**config.mk**
```make
export PLATFORM = sky130hd
export DESIGN_NAME = tck_gen
export DESIGN_NICKNAME = d
export VERILOG_FILES = /design/src/rtl/tck_pkg.sv /design/src/rtl/tck_ctrl.sv /design/src/rtl/tck_dp.sv /design/src/rtl/tck_gen.sv
export SDC_FILE = /design/constraint.sdc
export NUM_CORES = 1
export LEC_CHECK = 0
export ABC_AREA = 1
export BUFFER_PORTS_ARGS = -buffer_cell sky130_fd_sc_hd__clkbuf_2
export CAP_MARGIN = 10
export CELL_PAD_IN_SITES_DETAIL_PLACEMENT = 0
export CELL_PAD_IN_SITES_GLOBAL_PLACEMENT = 1
export CORE_MARGIN = 1
export CORE_UTILIZATION = 40
export CTS_BUF_LIST = sky130_fd_sc_hd__clkbuf_8 sky130_fd_sc_hd__clkbuf_16
export CTS_CLUSTER_SIZE = 16
export DETAILED_ROUTE_END_ITERATION = 7
export HOLD_SLACK_MARGIN = 0.1
export MAX_ROUTING_LAYER = met4
export PLACE_DENSITY_LB_ADDON = 0.1
export SKIP_LAST_GASP = 1
export SYNTH_ARGS = -nofsm -noshare
export SYNTH_HDL_FRONTEND = slang
export SYNTH_HIERARCHICAL = 1
export SYNTH_SLANG_ARGS = --single-unit
```
**constraint.sdc**
```tcl
create_clock -name clk -period 4.5 [get_ports clk]
set_input_delay 1.125 -clock clk [delete_from_list [all_inputs] [get_ports clk]]
set_output_delay 1.125 -clock clk [all_outputs]
set_load 0.05 [all_outputs]
```
**src/rtl/tck_pkg.sv**
```systemverilog
package tck_pkg;

  typedef enum logic [1:0] {
    MODE_FREE      = 2'b00,
    MODE_GATED     = 2'b01,
    MODE_DISC      = 2'b10,
    MODE_GATED_ALT = 2'b11
  } tckMode_t;

  typedef struct packed {
    logic goHigh;
    logic goLow;
  } tckCmd_t;

endpackage

```
**src/rtl/tck_ctrl.sv**
```systemverilog
module tck_ctrl
  import tck_pkg::*;
#(
  parameter int DIV_W = 8
) (
  input  logic             clk,
  input  logic             rstN,
  input  logic [1:0]       modeSel,
  input  logic [DIV_W-1:0] divRatio,
  input  logic             cycReq,
  input  logic             discWr,
  input  logic             discLvl,
  input  logic             tckNow,
  output tckCmd_t          cmd
);

  tckMode_t         mode;
  logic [DIV_W-1:0] phaseCnt;
  logic             isDisc;
  logic             isGated;
  logic             running;
  logic             phaseEnd;

  assign mode = tckMode_t'(modeSel);

  always_comb begin
    isDisc  = (mode == MODE_DISC);
    isGated = (mode == MODE_GATED) || (mode == MODE_GATED_ALT);
    // a gated clock that is high always finishes its phase
    running  = !isDisc && (!isGated || cycReq || tckNow);
    phaseEnd = running && (phaseCnt >= divRatio);
  end

  always_comb begin
    if (isDisc) begin
      cmd.goHigh = discWr && discLvl && !tckNow;
      cmd.goLow  = discWr && !discLvl && tckNow;
    end else begin
      cmd.goHigh = phaseEnd && !tckNow;
      cmd.goLow  = phaseEnd && tckNow;
    end
  end

  always_ff @(posedge clk or negedge rstN) begin
    if (!rstN) begin
      phaseCnt <= '0;
    end else if (!running || phaseEnd) begin
      phaseCnt <= '0;
    end else begin
      phaseCnt <= phaseCnt + 1'b1;
    end
  end

endmodule

```
**src/rtl/tck_dp.sv**
```systemverilog
module tck_dp
  import tck_pkg::*;
(
  input  logic    clk,
  input  logic    rstN,
  input  tckCmd_t cmd,
  output logic    tck,
  output logic    riseStb,
  output logic    fallStb
);

  always_ff @(posedge clk or negedge rstN) begin
    if (!rstN) begin
      tck     <= 1'b0;
      riseStb <= 1'b0;
      fallStb <= 1'b0;
    end else begin
      if (cmd.goHigh) begin
        tck <= 1'b1;
      end else if (cmd.goLow) begin
        tck <= 1'b0;
      end
      riseStb <= cmd.goHigh;
      fallStb <= cmd.goLow;
    end
  end

endmodule

```
**src/rtl/tck_gen.sv**
```systemverilog
module tck_gen
  import tck_pkg::*;
#(
  parameter int DIV_W = 8
) (
  input  logic             clk,
  input  logic             rstN,
  input  logic [1:0]       modeSel,
  input  logic [DIV_W-1:0] divRatio,
  input  logic             cycReq,
  input  logic             discWr,
  input  logic             discLvl,
  output logic             tck,
  output logic             riseStb,
  output logic             fallStb
);

  tckCmd_t cmd;

  tck_ctrl #(.DIV_W(DIV_W)) uCtrl (
    .clk     (clk),
    .rstN    (rstN),
    .modeSel (modeSel),
    .divRatio(divRatio),
    .cycReq  (cycReq),
    .discWr  (discWr),
    .discLvl (discLvl),
    .tckNow  (tck),
    .cmd     (cmd)
  );

  tck_dp uDp (
    .clk    (clk),
    .rstN   (rstN),
    .cmd    (cmd),
    .tck    (tck),
    .riseStb(riseStb),
    .fallStb(fallStb)
  );

endmodule

```
# Word level (Yosys, flattened, before mapping)
# Index checks and enable logic that the tools add are counted.
# classes
n_eq_ne,3
magnitude_cmp,1
muxes,4
reduce_logical,18
add_sub_neg,1
# ops
cell,n
adder 8 x 1 -> 8 bit (second input constant),1
>= comparator 8 bit,1
logical AND 1 bit,8
two-way mux 8 bit,1
zero test 1 bit,5
== test 2 bit (second input constant),2
logical OR 1 bit,4
== test 2 x 1 -> 1 bit (second input constant),1
two-way mux 1 bit,2
two-way mux 2 bit,1
nonzero test 2 bit,1
# word_totals
regBits,11
in_bits,15

# Depth between registers and ports, before layout
# Gate-level depths: netlist (run 1).
# logic_depth
ltp_word,11
depth_mapped,14

# Cells and area by module
# Netlist (run 1), hierarchy kept.
# by_module_without_submodules
module,cells_per_inst,seq_area_each_um2,instances,area_per_inst_um2
tck_ctrl,90,200.2,1,681.9
tck_dp,7,75.1,1,90.1

# Least setup slack after synthesis (run 1)
# OpenSTA, ideal clock, no wires.
# synth_path
path_type,in2reg
from,in divRatio[7]
to,reg uDp.tck
arrival_ps,2178
path_stages,11
n_path_buf,0
slack_ps,2202
path_cell_list,inv_1 -> ha_1 -> nand2_1 -> nor2_2 -> nand4_2 -> nand3_1 -> nand2_1 -> a21oi_1 -> inv_1 -> nand2_1 -> nand2_1
# synth_rtl
item,line_no,source
"start, declared",tck_gen.sv:9,"input logic [DIV_W-1:0] divRatio,"
"end signal, assigned",tck_dp.sv:14,tck <= 1'b0;
"end signal, assigned",tck_dp.sv:19,tck <= 1'b1;
"end signal, assigned",tck_dp.sv:21,tck <= 1'b0;
"end, declared",tck_dp.sv:7,"output logic tck,"

==> results.md, run 1 <==
- Run status: finished clean
- Req. time, crit path: 4.62 ns
- Clock tree buffer depth: 2
- Synthesis Warnings: 6
- Top-level port count: 18
- CP endpoint kind: flip-flop
- Diode count: 0
- Slew HR: 0.8132
- Site Rows: 15
- Synth Instances: 97
- Unique masters post-synth: 18
- Initial antenna violation count: 0
- WHS Path Cells: 1
- Routed Antenna Nets: 0
- First-pass GRT wire length: 2.221 mm
- DR iter-0 viols: 5
- Overflow after GRT: 0
- Final core occ: 0.5291
- Sw Ratio: 0.3776
- Max-slew violation count: 0
- Mapped cell area: 772.0 um2
- Total CTS buffers: 3
- Placed Area: 888.4 um2
- RR Endpoint: uDp/tck$_DFFE_PN0P_
- Clock Pin Slew Worst Setup and Hold Paths: 0.05 ns
- CP max stage cell: ha_1
- Core region area: 1764 um2
- Register area share after synthesis: 0.3566
- Effective utilization at floorplan: 0.4376
- VDD IR max: 0.3555 mV
- Min Tclk post-route: 2.243 ns
- Overall power: 0.3603 mW
- Area Overhead vs Synth: 20.91%
- Worst skew pair latency: 0.23 ns
- Crit Path Class: in -> reg
- H-tree Lvls: 1
- Clock sink total: 11
- Placed wire-length estimate: 1.147 mm
- Endpoints failing setup: 0
- Syn Area/Cell: 7.959 um2
- Leak pwr: 0.5505 nW
- Final instance area: 933.4 um2
- FMAX: 445.9 MHz
- Layout cell share with drive strength beyond 1: 0.2627
- Arrival @ worst endpoint: 2.37 ns
- Cts repair resizes: 0
- Sequence of cells on the critical path: clkbuf_2 > inv_1 > ha_1 > nand2_1 > nor2_2 > nand4_2 > nand3_1 > nand2_1 > a21oi_1 > inv_1 > nand2_1 > nand2_1
- CTS tree: done
- Nets@finish: 143
- Combinational share of power: 0.351
- Max cap viols: 0
- R2R Path Start: uCtrl/phaseCnt[5]$_DFF_PN0_
- Vias: 631
- Drt wl/cell: 9.203 um
- Post-Syn Nets: 121
- Startpoint Class: primary input
- PwrDens: 386.0 nW/um2
- Setup_tns: 0 ns
- Chip height: 45.93 um
- Layout Skew: 0.0006987 ns
- Vias per std cell: 4.413
- Max incr delay on CP: 0.28 ns
- Hold buffer count at CTS: 0
- Reg2Reg Setup Slack: 2.84 ns
- CP Max Fanout: 2
- Hold_sp: uCtrl/phaseCnt[0]$_DFF_PN0_
- CP dominant cell by count: nand2_1
- Psw: 0.1360 mW
- Routed wire length: 1.316 mm
- DR DRC count: 0
- Setup Buffers After CTS: 0
- Routability Congestion: 0.7538
- Hold Fails Final Rpt: 0
- Hold WC Path Type: reg -> reg
- DIE WIDTH: 45.93 um
- CTS root buffer: clkbuf_8
- P_int: 0.2243 mW
- First drt pass iteration count: 2
- Register share of total power: 0.389
- Synth Register Bits: 11
- Worst Hold Endpoint: uCtrl/phaseCnt[0]$_DFF_PN0_
- Fin crit share: 0.4984
- Vias in the first global route: 573
- Worst-margin pin slew: 0.2814 ns
- Largest net degree at the start of global routing: 12
- Die Area: 2110 um2
- Port Buf Inserts: 17
- Worst reg2reg path depth: 10
- Clock network fraction of design power: 0.260
- Unrepaired setup endpoints after global routing: false
- All-Layer GR Usage: 0.1566
## cell type report
cell class / instances / area (um2)
clock buffers: 3 / 41.29
clock inverters: 1 / 3.754
fillers: 204 / 830.8
inverters: 25 / 93.84
multi-input cells: 61 / 402.9
flip-flops and latches: 11 / 275.3
well taps: 25 / 31.28
repair buffers: 17 / 85.08
## state kept, by name, summed over array words and instances (netlist names)
register and cells:
uCtrl/phaseCnt 8, uDp/fallStb 1, uDp/riseStb 1, uDp/tck 1
## critical path, delay by kind of cell
kind                     cells  cell delay (ns)
adder cells (fa/ha/maj)      1             0.28
buffers and inverters        3             0.16
AO/OA/AOI/OAI                1             0.17
AND/OR/NAND/NOR              7             0.62
## cell usage in the layout, fill, tap and decap left out
| cell type | instances |
|---|---|
| a21o_1 | 1 |
| a21oi_1 | 6 |
| clkbuf_2 | 17 |
| clkbuf_8 | 3 |
| dfrtp_1 | 11 |
| ha_1 | 9 |
| inv_1 | 26 |
| nand2_1 | 19 |
| nand3_1 | 1 |
| nand3_2 | 2 |
| nand4_2 | 1 |
| nand4_4 | 1 |
| nor2_1 | 7 |
| nor2_2 | 4 |
| nor2_4 | 2 |
| nor3_1 | 4 |
| o21ai_0 | 1 |
| or2_2 | 1 |
| xnor2_1 | 1 |
| xor2_1 | 1 |
## Yosys cell counts (all sizes together)
| cell type | number | area, um2 |
|---|---|---|
| ha | 9 | 112.6 |
| o21ai | 1 | 5.000 |
| inv | 25 | 93.84 |
| or2 | 1 | 6.260 |
| a21oi | 6 | 30.03 |
| xnor2 | 1 | 8.760 |
| dfrtp | 11 | 275.3 |
| nand3 | 3 | 25.02 |
| nand2 | 19 | 71.32 |
| nand4 | 2 | 33.78 |
| nor2 | 13 | 73.82 |
| xor2 | 1 | 8.760 |
| nor3 | 4 | 20.02 |
| a21o | 1 | 7.510 |
## worst max-delay path by stage
stage	start	end	slack, ns	cells past startpoint
finish	divRatio[7]	uDp/tck$_DFFE_PN0P_	2.26	12
detailed placement	divRatio[7]	uDp/tck$_DFFE_PN0P_	2.00	12
floorplan	divRatio[7]	uDp/tck$_DFFE_PN0P_	2.20	11
CTS	divRatio[7]	uDp/tck$_DFFE_PN0P_	2.23	12
global placement	divRatio[7]	uDp/tck$_DFFE_PN0P_	2.04	12
global route	divRatio[7]	uDp/tck$_DFFE_PN0P_	2.07	12
## routing by layer
| layer | vias up | wire [um] | global-route usage |
|---|---|---|---|
| li1 | 338 | - | - |
| met1 | 283 | 630 | 0.1807 |
| met2 | 8 | 646 | 0.2592 |
| met3 | 2 | 35 | 0.02778 |
| met4 | 0 | 4 | 0.07647 |
| met5 | - | 0 | - |
## logic make-up after synthesis
family,after synthesis,synth area share
AND/OR/NAND/NOR,42,0.2982
AO/OA/AOI/OAI,8,0.05510
adder cells (fa/ha/maj),9,0.1459
flip-flops,11,0.3566
XOR/XNOR,2,0.02269
buffers and inverters,25,0.1216
## through the flow
| stage | cells | worst slack (ns) | hold WS (ns) |
|---|---|---|---|
| 2_1_floorplan | 97 | 2.202 | 0.4677 |
| 3_3_place_gp | 139 | 2.038 | 0.5173 |
| 3_5_place_dp | 139 | 1.998 | 0.5116 |
| 4_1_cts | 143 | 2.226 | 0.5184 |
| 5_1_grt | 143 | 2.074 | 0.5607 |
| 6_report | 143 | 2.257 | 0.5152 |
## power by group through the flow
stage | logic, mW | registers, mW | clock network, mW
3_3_place_gp | 0.127 | 0.142 | 0
2_1_floorplan | 0.0732 | 0.164 | 0
5_1_grt | 0.145 | 0.145 | 0.102
6_report | 0.126 | 0.140 | 0.0938
3_5_place_dp | 0.128 | 0.143 | 0
4_1_cts | 0.129 | 0.141 | 0.0964
No activity file was read; power rests on OpenSTA's default activity.
==> run 2: changes to the inputs <==
ABC_AREA = 0   (was 1)
CORE_UTILIZATION = 35   (was 40)
clock period = 1.9 ns   (was 4.5 ns; I/O delays follow)
==> run 2 against run 1 <==
Effect of this change: die area grew 12%; via count shrank 3.6%; combinational power grew to 2.7 times the previous value; setup slack lost 2.1 ns; power grew 150%; sequential power grew 130%; worst hold slack lost 0.41 ns; critical endpoint unchanged.
==> results.md, run 2 <==
- Largest net degree at the start of global routing: 12 (unchanged)
- Req. time, crit path: 2.08 ns (was 4.62 ns)
- First-pass GRT wire length: 2.566 mm (was 2.221 mm)
- Post-synth EDFFs: 0 (unchanged)
- Hold WC Path Type: in -> async (was reg -> reg)
- Slew HR: 0.7714 (was 0.8132)
- Initial antenna violation count: 0 (unchanged)
- Synthesis Warnings: 6 (unchanged)
- Worst skew pair latency: 0.24 ns (was 0.23 ns)
- Synth top area cells: dfrtp_1 (36%), ha_1 (15%), nor3_2 (11%), xor2_1 (5.8%), inv_1 (5.5%) (was dfrtp_1 (36%), ha_1 (15%), inv_1 (12%), nand2_1 (9.2%), a21oi_1 (3.9%))
- R2R Path Start: uCtrl/phaseCnt[2]$_DFF_PN0_ (was uCtrl/phaseCnt[5]$_DFF_PN0_)
- Post-Syn Nets: 100 (was 121)
- DIE WIDTH: 48.51 um (was 45.93 um)
- Min Tclk post-route: 1.752 ns
- Top-level port count: 18 (unchanged)
- Vias per std cell: 4.787 (was 4.413)
- All-Layer GR Usage: 0.1468 (was 0.1566)
- CP Max Fanout: 3 (was 2)
- Overall power: 0.8919 mW (was 0.3603 mW)
- First drt pass iteration count: 3 (was 2)
- Max cap viols: 0 (unchanged)
- Clock tree buffer depth: 2 (unchanged)
- Max reg flops: 8 (unchanged)
- Layout Skew: 0.001998 ns (was 0.0006987 ns)
- Register area share after synthesis: 0.3636 (was 0.3566)
- Core region area: 2002 um2 (was 1764 um2)
- Site Rows: 16 (was 15)
- Effective utilization at floorplan: 0.3781 (was 0.4376)
- Placed Cells: 123 (was 139)
- Synth Register Bits: 11 (unchanged)
- Chip height: 48.51 um (was 45.93 um)
- Overflow after GRT: 0 (unchanged)
- DR DRC count: 0 (unchanged)
- Routability Congestion: 0.7411 (was 0.7538)
- Ys async rst share: 1.000 (unchanged)
- Die Area: 2353 um2 (was 2110 um2)
- Area leader, netlist: dfrtp_1 (unchanged)
- Routed wire length: 1.454 mm (was 1.316 mm)
- Top reg by flops: uCtrl/phaseCnt (unchanged)
- CTS root buffer: clkbuf_8 (unchanged)
- PwrDens: 938.0 nW/um2 (was 386.0 nW/um2)
- Final core occ: 0.4750 (was 0.5291)
- Setup_tns: 0 ns (unchanged)
- Synth top area share: 0.3636 (was 0.3566)
- Routed Antenna Nets: 0 (unchanged)
- Vias: 608 (was 631)
- Syn Area/Cell: 9.960 um2 (was 7.959 um2)
- Worst-margin pin slew: 0.3409 ns (was 0.2814 ns)
- Leak pwr: 0.5196 nW (was 0.5505 nW)
- VDD IR max: 0.6150 mV (was 0.3555 mV)
- Endpoints failing setup: 0 (unchanged)
- Layout cell share with drive strength beyond 1: 0.3600 (was 0.2627)
- Clock Pin Slew Worst Setup and Hold Paths: 0.05 ns (about the same)
- Synth top cells by count: dfrtp_1 (11), inv_1 (11), ha_1 (9) (was inv_1 (25), nand2_1 (19), dfrtp_1 (11))
- Most used DFF post-synth: dfrtp_1 (unchanged)
- Synth Instances: 76 (was 97)
- DR iter-0 viols: 5 (unchanged)
- Nets@finish: 125 (was 143)
- Vias in the first global route: 589 (was 573)
- Arrival @ worst endpoint: 1.93 ns (was 2.37 ns)
- Critical Path Source: uCtrl/phaseCnt[2]$_DFF_PN0_ (was divRatio[7])
- Diode count: 0 (unchanged)
- Area Overhead vs Synth: 25.62% (was 20.91%)
- Drt wl/cell: 11.45 um (was 9.203 um)
- Commonest non-fill, non-tap cell in the layout: clkbuf_2 (was inv_1)
- Hold Slack: 0.1024 ns (was 0.5152 ns)
- Non-filler instance count after layout: 127 (was 143)
- Startpoint Class: flip-flop (was primary input)
- Hold Fails Final Rpt: 0 (unchanged)
- FMAX: 570.7 MHz
- CP endpoint kind: flip-flop (unchanged)
- Crit Path Class: reg -> reg (was in -> reg)
- Run status: finished clean (unchanged)
- Total CTS buffers: 3 (unchanged)
- H-tree Lvls: 1 (unchanged)
- Mapped cell area: 757.0 um2 (was 772.0 um2)
- Hold buffer count at CTS: 0 (unchanged)
- CTS tree: done (unchanged)
- Port Buf Inserts: 17 (unchanged)
- Clock sink total: 11 (unchanged)
- Placed wire-length estimate: 1.156 mm (was 1.147 mm)
- Max-slew violation count: 0 (unchanged)
- Most frequent cells in the layout: clkbuf_2 (17), inv_1 (11), dfrtp_1 (11) (was inv_1 (26), nand2_1 (19), clkbuf_2 (17))
- Fin crit share: 0.9222
- Unique masters post-synth: 21 (was 18)
==> run 2: layer usage <==
layer | track usage | up-vias | routed length, um
met3 | 0.02516 | 3 | 54
met2 | 0.2042 | 14 | 633
met5 | - | - | 0
met4 | 0.07353 | 0 | 27
met1 | 0.2048 | 278 | 738
li1 | - | 313 | -
==> run 2: path summary, 6_finish.rpt <==
check,slack [ns],endpoint,depth (start not counted)
worst max-delay path,0.15,uDp/tck$_DFFE_PN0P_,7
worst max register to register,0.15,uDp/tck$_DFFE_PN0P_,7
min in group clk,0.55,uDp/riseStb$_DFF_PN0_,1
worst min register to register,0.55,uDp/riseStb$_DFF_PN0_,1
worst min-delay path,0.10,uDp/riseStb$_DFF_PN0_,1
max in group asynchronous,1.58,uCtrl/phaseCnt[3]$_DFF_PN0_,1
==> run 2: repair_timing <==
action                                  CTS  global route
buffers inserted                          0             0
gates resized for setup                   0             2
endpoints found under the setup margin    0             1
==> run 2: report_power, final <==
group	internal, mW	switching (mW)	total, mW	leakage, nW
registers	0.277	0.0404	0.317	0.148
clock network	0.144	0.0861	0.230	0.0255
logic	0.141	0.203	0.345	0.346
==> run 2: final cells by class <==
| cell class | count | area [um2] |
|---|---|---|
| fill | 220 | 1051 |
| multi-input combinational | 54 | 446.7 |
| sequential | 11 | 275.3 |
| timing repair buffer | 20 | 107.6 |
| clock buffer | 3 | 41.29 |
| inverter | 11 | 41.29 |
| tap | 27 | 33.78 |
| clock inverter | 1 | 5.005 |
==> run 2: kinds of logic (layout without fill, tap and decap cells) <==
logic type / count (synthesis) / after routing / synth area share
AOI/OAI and AO/OA: 10 / 10 / 0.1157
xor gates and xnor gates: 6 / 6 / 0.06942
adders and majority gates: 9 / 9 / 0.1488
buffers and inverters: 11 / 35 / 0.05455
DFF: 11 / 11 / 0.3636
and+or+nand+nor: 29 / 29 / 0.2479
==> run 2: critical path, cell delays in order, from the launching register on <==
cell,delay (ns)
dfrtp_1,0.38
ha_1,0.30
a211oi_2,0.23
o21ai_2,0.12
a2111oi_2,0.40
nor2_1,0.11
inv_1,0.06
a21o_1,0.09
==> run 2: stage by stage <==
stage                     worst slack [ns]  cell area [um2]
after floorplan                    0.09141            757.0
after global placement            -0.09497            898.4
after detailed placement           -0.1156            898.4
after CTS                           0.1046            944.7
after global routing              -0.01909            950.9
final                               0.1478            950.9
==> run 3: changes to the inputs <==
--- a/config.mk
+++ b/config.mk
@@ -12,5 +12,5 @@
 export CELL_PAD_IN_SITES_GLOBAL_PLACEMENT = 1
 export CORE_MARGIN = 1
-export CORE_UTILIZATION = 35
+export CORE_UTILIZATION = 27
 export CTS_BUF_LIST = sky130_fd_sc_hd__clkbuf_8 sky130_fd_sc_hd__clkbuf_16
 export CTS_CLUSTER_SIZE = 16
==> constraint.sdc (replaced) <==
create_clock -name clk -period 1.9 [get_ports clk]
set_input_delay 0.475 -clock clk [delete_from_list [all_inputs] [get_ports clk]]
set_output_delay 0.475 -clock clk [all_outputs]
set_load 0.1 [all_outputs]
==> run 3 against run 2 <==
Effect of this change: via count is 0.49% lower; sequential share of layout area is 0.23 points lower; die area is 28% higher; largest power group unchanged.
==> results.md, run 3 (synthesized netlist as in run 2, its figures left out) <==
- Chip height: 54.95 um (was 48.51 um)
- First drt pass iteration count: 3 (unchanged)
- Clock sink total: 11 (unchanged)
- Crit Path Class: reg -> reg (unchanged)
- Most frequent cells in the layout: clkbuf_2 (17), inv_1 (12), dfrtp_1 (11) (was clkbuf_2 (17), inv_1 (11), dfrtp_1 (11))
- Arrival @ worst endpoint: 1.91 ns (was 1.93 ns)
- Vias in the first global route: 621 (was 589)
- Sw Ratio: 0.4067 (was 0.3699)
- Initial antenna violation count: 0 (unchanged)
- Hold buffer count at CTS: 0 (unchanged)
- Endpoints failing setup: 0 (unchanged)
- Setup_tns: 0 ns (unchanged)
- Unrepaired setup endpoints after global routing: false
- Cell family with most CP delay: compound AO/OA/AOI/OAI gates (unchanged)
- Largest net degree at the start of global routing: 12 (unchanged)
- Max-slew violation count: 0 (unchanged)
- Routed Antenna Nets: 0 (unchanged)
- Hold Fails Final Rpt: 0 (unchanged)
- Crit path capture: uDp/tck$_DFFE_PN0P_ (unchanged)
- Layout cell share with drive strength beyond 1: 0.3600 (unchanged)
- Run status: finished clean (unchanged)
- Diode count: 0 (unchanged)
- Leak pwr: 0.5219 nW (was 0.5196 nW)
- Placed wire-length estimate: 1.240 mm (was 1.156 mm)
- CTS root buffer: clkbuf_8 (unchanged)
- R2R Path Start: uCtrl/phaseCnt[2]$_DFF_PN0_ (unchanged)
- CP Max Fanout: 3 (unchanged)
- Routed wire length: 1.572 mm (was 1.454 mm)
- Nets@finish: 125 (unchanged)
- Clock Pin Slew Worst Setup and Hold Paths: 0.05 ns (about the same)
- Top reg by flops: uCtrl/phaseCnt (unchanged)
- Filler cells: 293 (was 220)
- Critical Path Source: uCtrl/phaseCnt[2]$_DFF_PN0_ (unchanged)
- Vias per std cell: 4.654 (was 4.787)
- Hold WC Path Type: in -> async (unchanged)
- Clock network fraction of design power: 0.236 (was 0.258)
- Area Overhead vs Synth: 26.61% (was 25.62%)
- Final instance area: 958.4 um2 (was 950.9 um2)
- Worst reg2reg path depth: 7 (unchanged)
- PwrDens: 985.1 nW/um2 (was 938.0 nW/um2)
- First-pass GRT wire length: 2.725 mm (was 2.566 mm)
- Combinational share of power: 0.424 (was 0.386)
- DR DRC count: 0 (unchanged)
- Commonest non-fill, non-tap cell in the layout: clkbuf_2 (unchanged)
- VDD IR max: 0.4594 mV (was 0.6150 mV)
- CP endpoint kind: flip-flop (unchanged)
- H-tree Lvls: 1 (unchanged)
- Sequence of cells on the critical path: ha_1 > a211oi_2 > o21ai_2 > a2111oi_2 > nor2_1 > inv_1 > a21o_1 (unchanged)
- Worst-margin pin slew: 0.5388 ns (was 0.3409 ns)
- Total CTS buffers: 3 (unchanged)
- Startpoint Class: flip-flop (unchanged)
- Die Area: 3020 um2 (was 2353 um2)
- Clock tree buffer depth: 2 (unchanged)
- Buf+Inv Stages, Crit Path: 1 (unchanged)
- Layout Skew: 0.003881 ns (was 0.001998 ns)
- Hold Slack: 0.1157 ns (was 0.1024 ns)
- CP max stage cell: dfrtp_1 (was a2111oi_2)
- Reg2Reg Setup Slack: 0.16 ns (was 0.15 ns)
- Max cap viols: 0 (unchanged)
- CP Depth: 7 (unchanged)
- DR iter-0 viols: 8 (was 5)
- All-Layer GR Usage: 0.1341 (was 0.1468)
- CTS tree: done (unchanged)
- Placed Area: 902.1 um2 (was 898.4 um2)
- Vias: 605 (was 608)
- Min Tclk post-route: 1.741 ns (was 1.752 ns)
- Core region area: 2567 um2 (was 2002 um2)
- Port Buf Inserts: 17 (unchanged)
- Psw: 0.3839 mW (was 0.3299 mW)
- Overflow after GRT: 0 (unchanged)
- Req. time, crit path: 2.07 ns (was 2.08 ns)
- Area used by multi-input combinational logic: 451.7 um2 (was 446.7 um2)
- DIE WIDTH: 54.95 um (was 48.51 um)
- Routability Congestion: 0.7101 (was 0.7411)
- Drt wl/cell: 12.09 um (was 11.45 um)
- Register area: 275.3 um2 (unchanged)
- Register share of total power: 0.340 (was 0.356)
- Max reg flops: 8 (unchanged)
- Top-level port count: 18 (unchanged)
- FMAX: 574.5 MHz (was 570.7 MHz)
- Effective utilization at floorplan: 0.2948 (was 0.3781)
- Site Rows: 18 (was 16)
- Max incr delay on CP: 0.38 ns (was 0.40 ns)
- Slew HR: 0.6423 (was 0.7714)
- Fin crit share: 0.9161 (was 0.9222)
- Worst skew pair latency: 0.23 ns (was 0.24 ns)
- P_int: 0.5602 mW (was 0.5620 mW)
- RR Endpoint: uDp/tck$_DFFE_PN0P_ (unchanged)
[run 3: cell count changes in the layout (fill, tap and decap cells not counted), sizes merged]
cell,before,now
clkinv,1,0
inv,11,12
[run 3: worst reg2reg max path: cells and delay by family, from the launching register on]
family	cells	cell delay, ns
AOI/OAI and AO/OA	4	0.82
DFF	1	0.38
adders and majority gates	1	0.30
and+or+nand+nor	1	0.11
buffers and inverters	1	0.06
[run 3: worst min path at each step]
| stage | from | endpoint | slack [ns] | cells after the start |
|---|---|---|---|---|
| 2_1_floorplan | rstN | uCtrl/phaseCnt[0]$_DFF_PN0_ | 0.18 | 0 |
| 3_3_place_gp | rstN | uDp/riseStb$_DFF_PN0_ | 0.37 | 1 |
| 3_5_place_dp | rstN | uDp/riseStb$_DFF_PN0_ | 0.37 | 1 |
| 4_1_cts | rstN | uCtrl/phaseCnt[1]$_DFF_PN0_ | 0.12 | 1 |
| 5_1_grt | rstN | uCtrl/phaseCnt[6]$_DFF_PN0_ | 0.13 | 1 |
| 6_report | rstN | uCtrl/phaseCnt[1]$_DFF_PN0_ | 0.12 | 1 |
[run 3: power by group through the flow]
stage          registers [mW]  clock network, mW  logic (mW)
2_1_floorplan           0.425                  0       0.182
3_3_place_gp            0.325                  0       0.396
3_5_place_dp            0.324                  0       0.397
4_1_cts                 0.320              0.238       0.400
5_1_grt                 0.328              0.243       0.450
6_report                0.321              0.223       0.400
[run 3: metal layers]
metal  global-route usage  up-vias  routed length (um)
li1                     -      313                   -
met1               0.1795      283                 814
met2               0.2008        7                 708
met3              0.02459        2                  33
met4              0.05000        0                  16
met5                    -        -                   0
[run 3: repair_timing]
action	CTS	global route
buffers inserted	0	0
setup endpoints to repair	0	1
gates resized for setup	0	3
[run 3: metrics by stage]
| step | setup WS [ns] | total power [mW] | cells | utilization |
|---|---|---|---|---|
| final | 0.1595 | 0.9441 | 130 | 0.3733 |
| after CTS | 0.05763 | 0.9579 | 130 | 0.3689 |
| after floorplan | 0.06476 | 0.6069 | 76 | - |
| after global placement | -0.1011 | 0.7209 | 126 | 0.3514 |
| after global routing | 0.01619 | 1.021 | 130 | 0.3733 |
| after detailed placement | -0.1474 | 0.7205 | 126 | 0.3514 |
[run 3: layout make-up]
class / count / share of cell area
clock buffer: 3 / 0.04308
clock inverter: 1 / 0.003916
inverter: 11 / 0.04308
multi-input combinational: 54 / 0.4713
sequential: 11 / 0.2872
tap: 30 / 0.03916
timing repair buffer: 20 / 0.1123
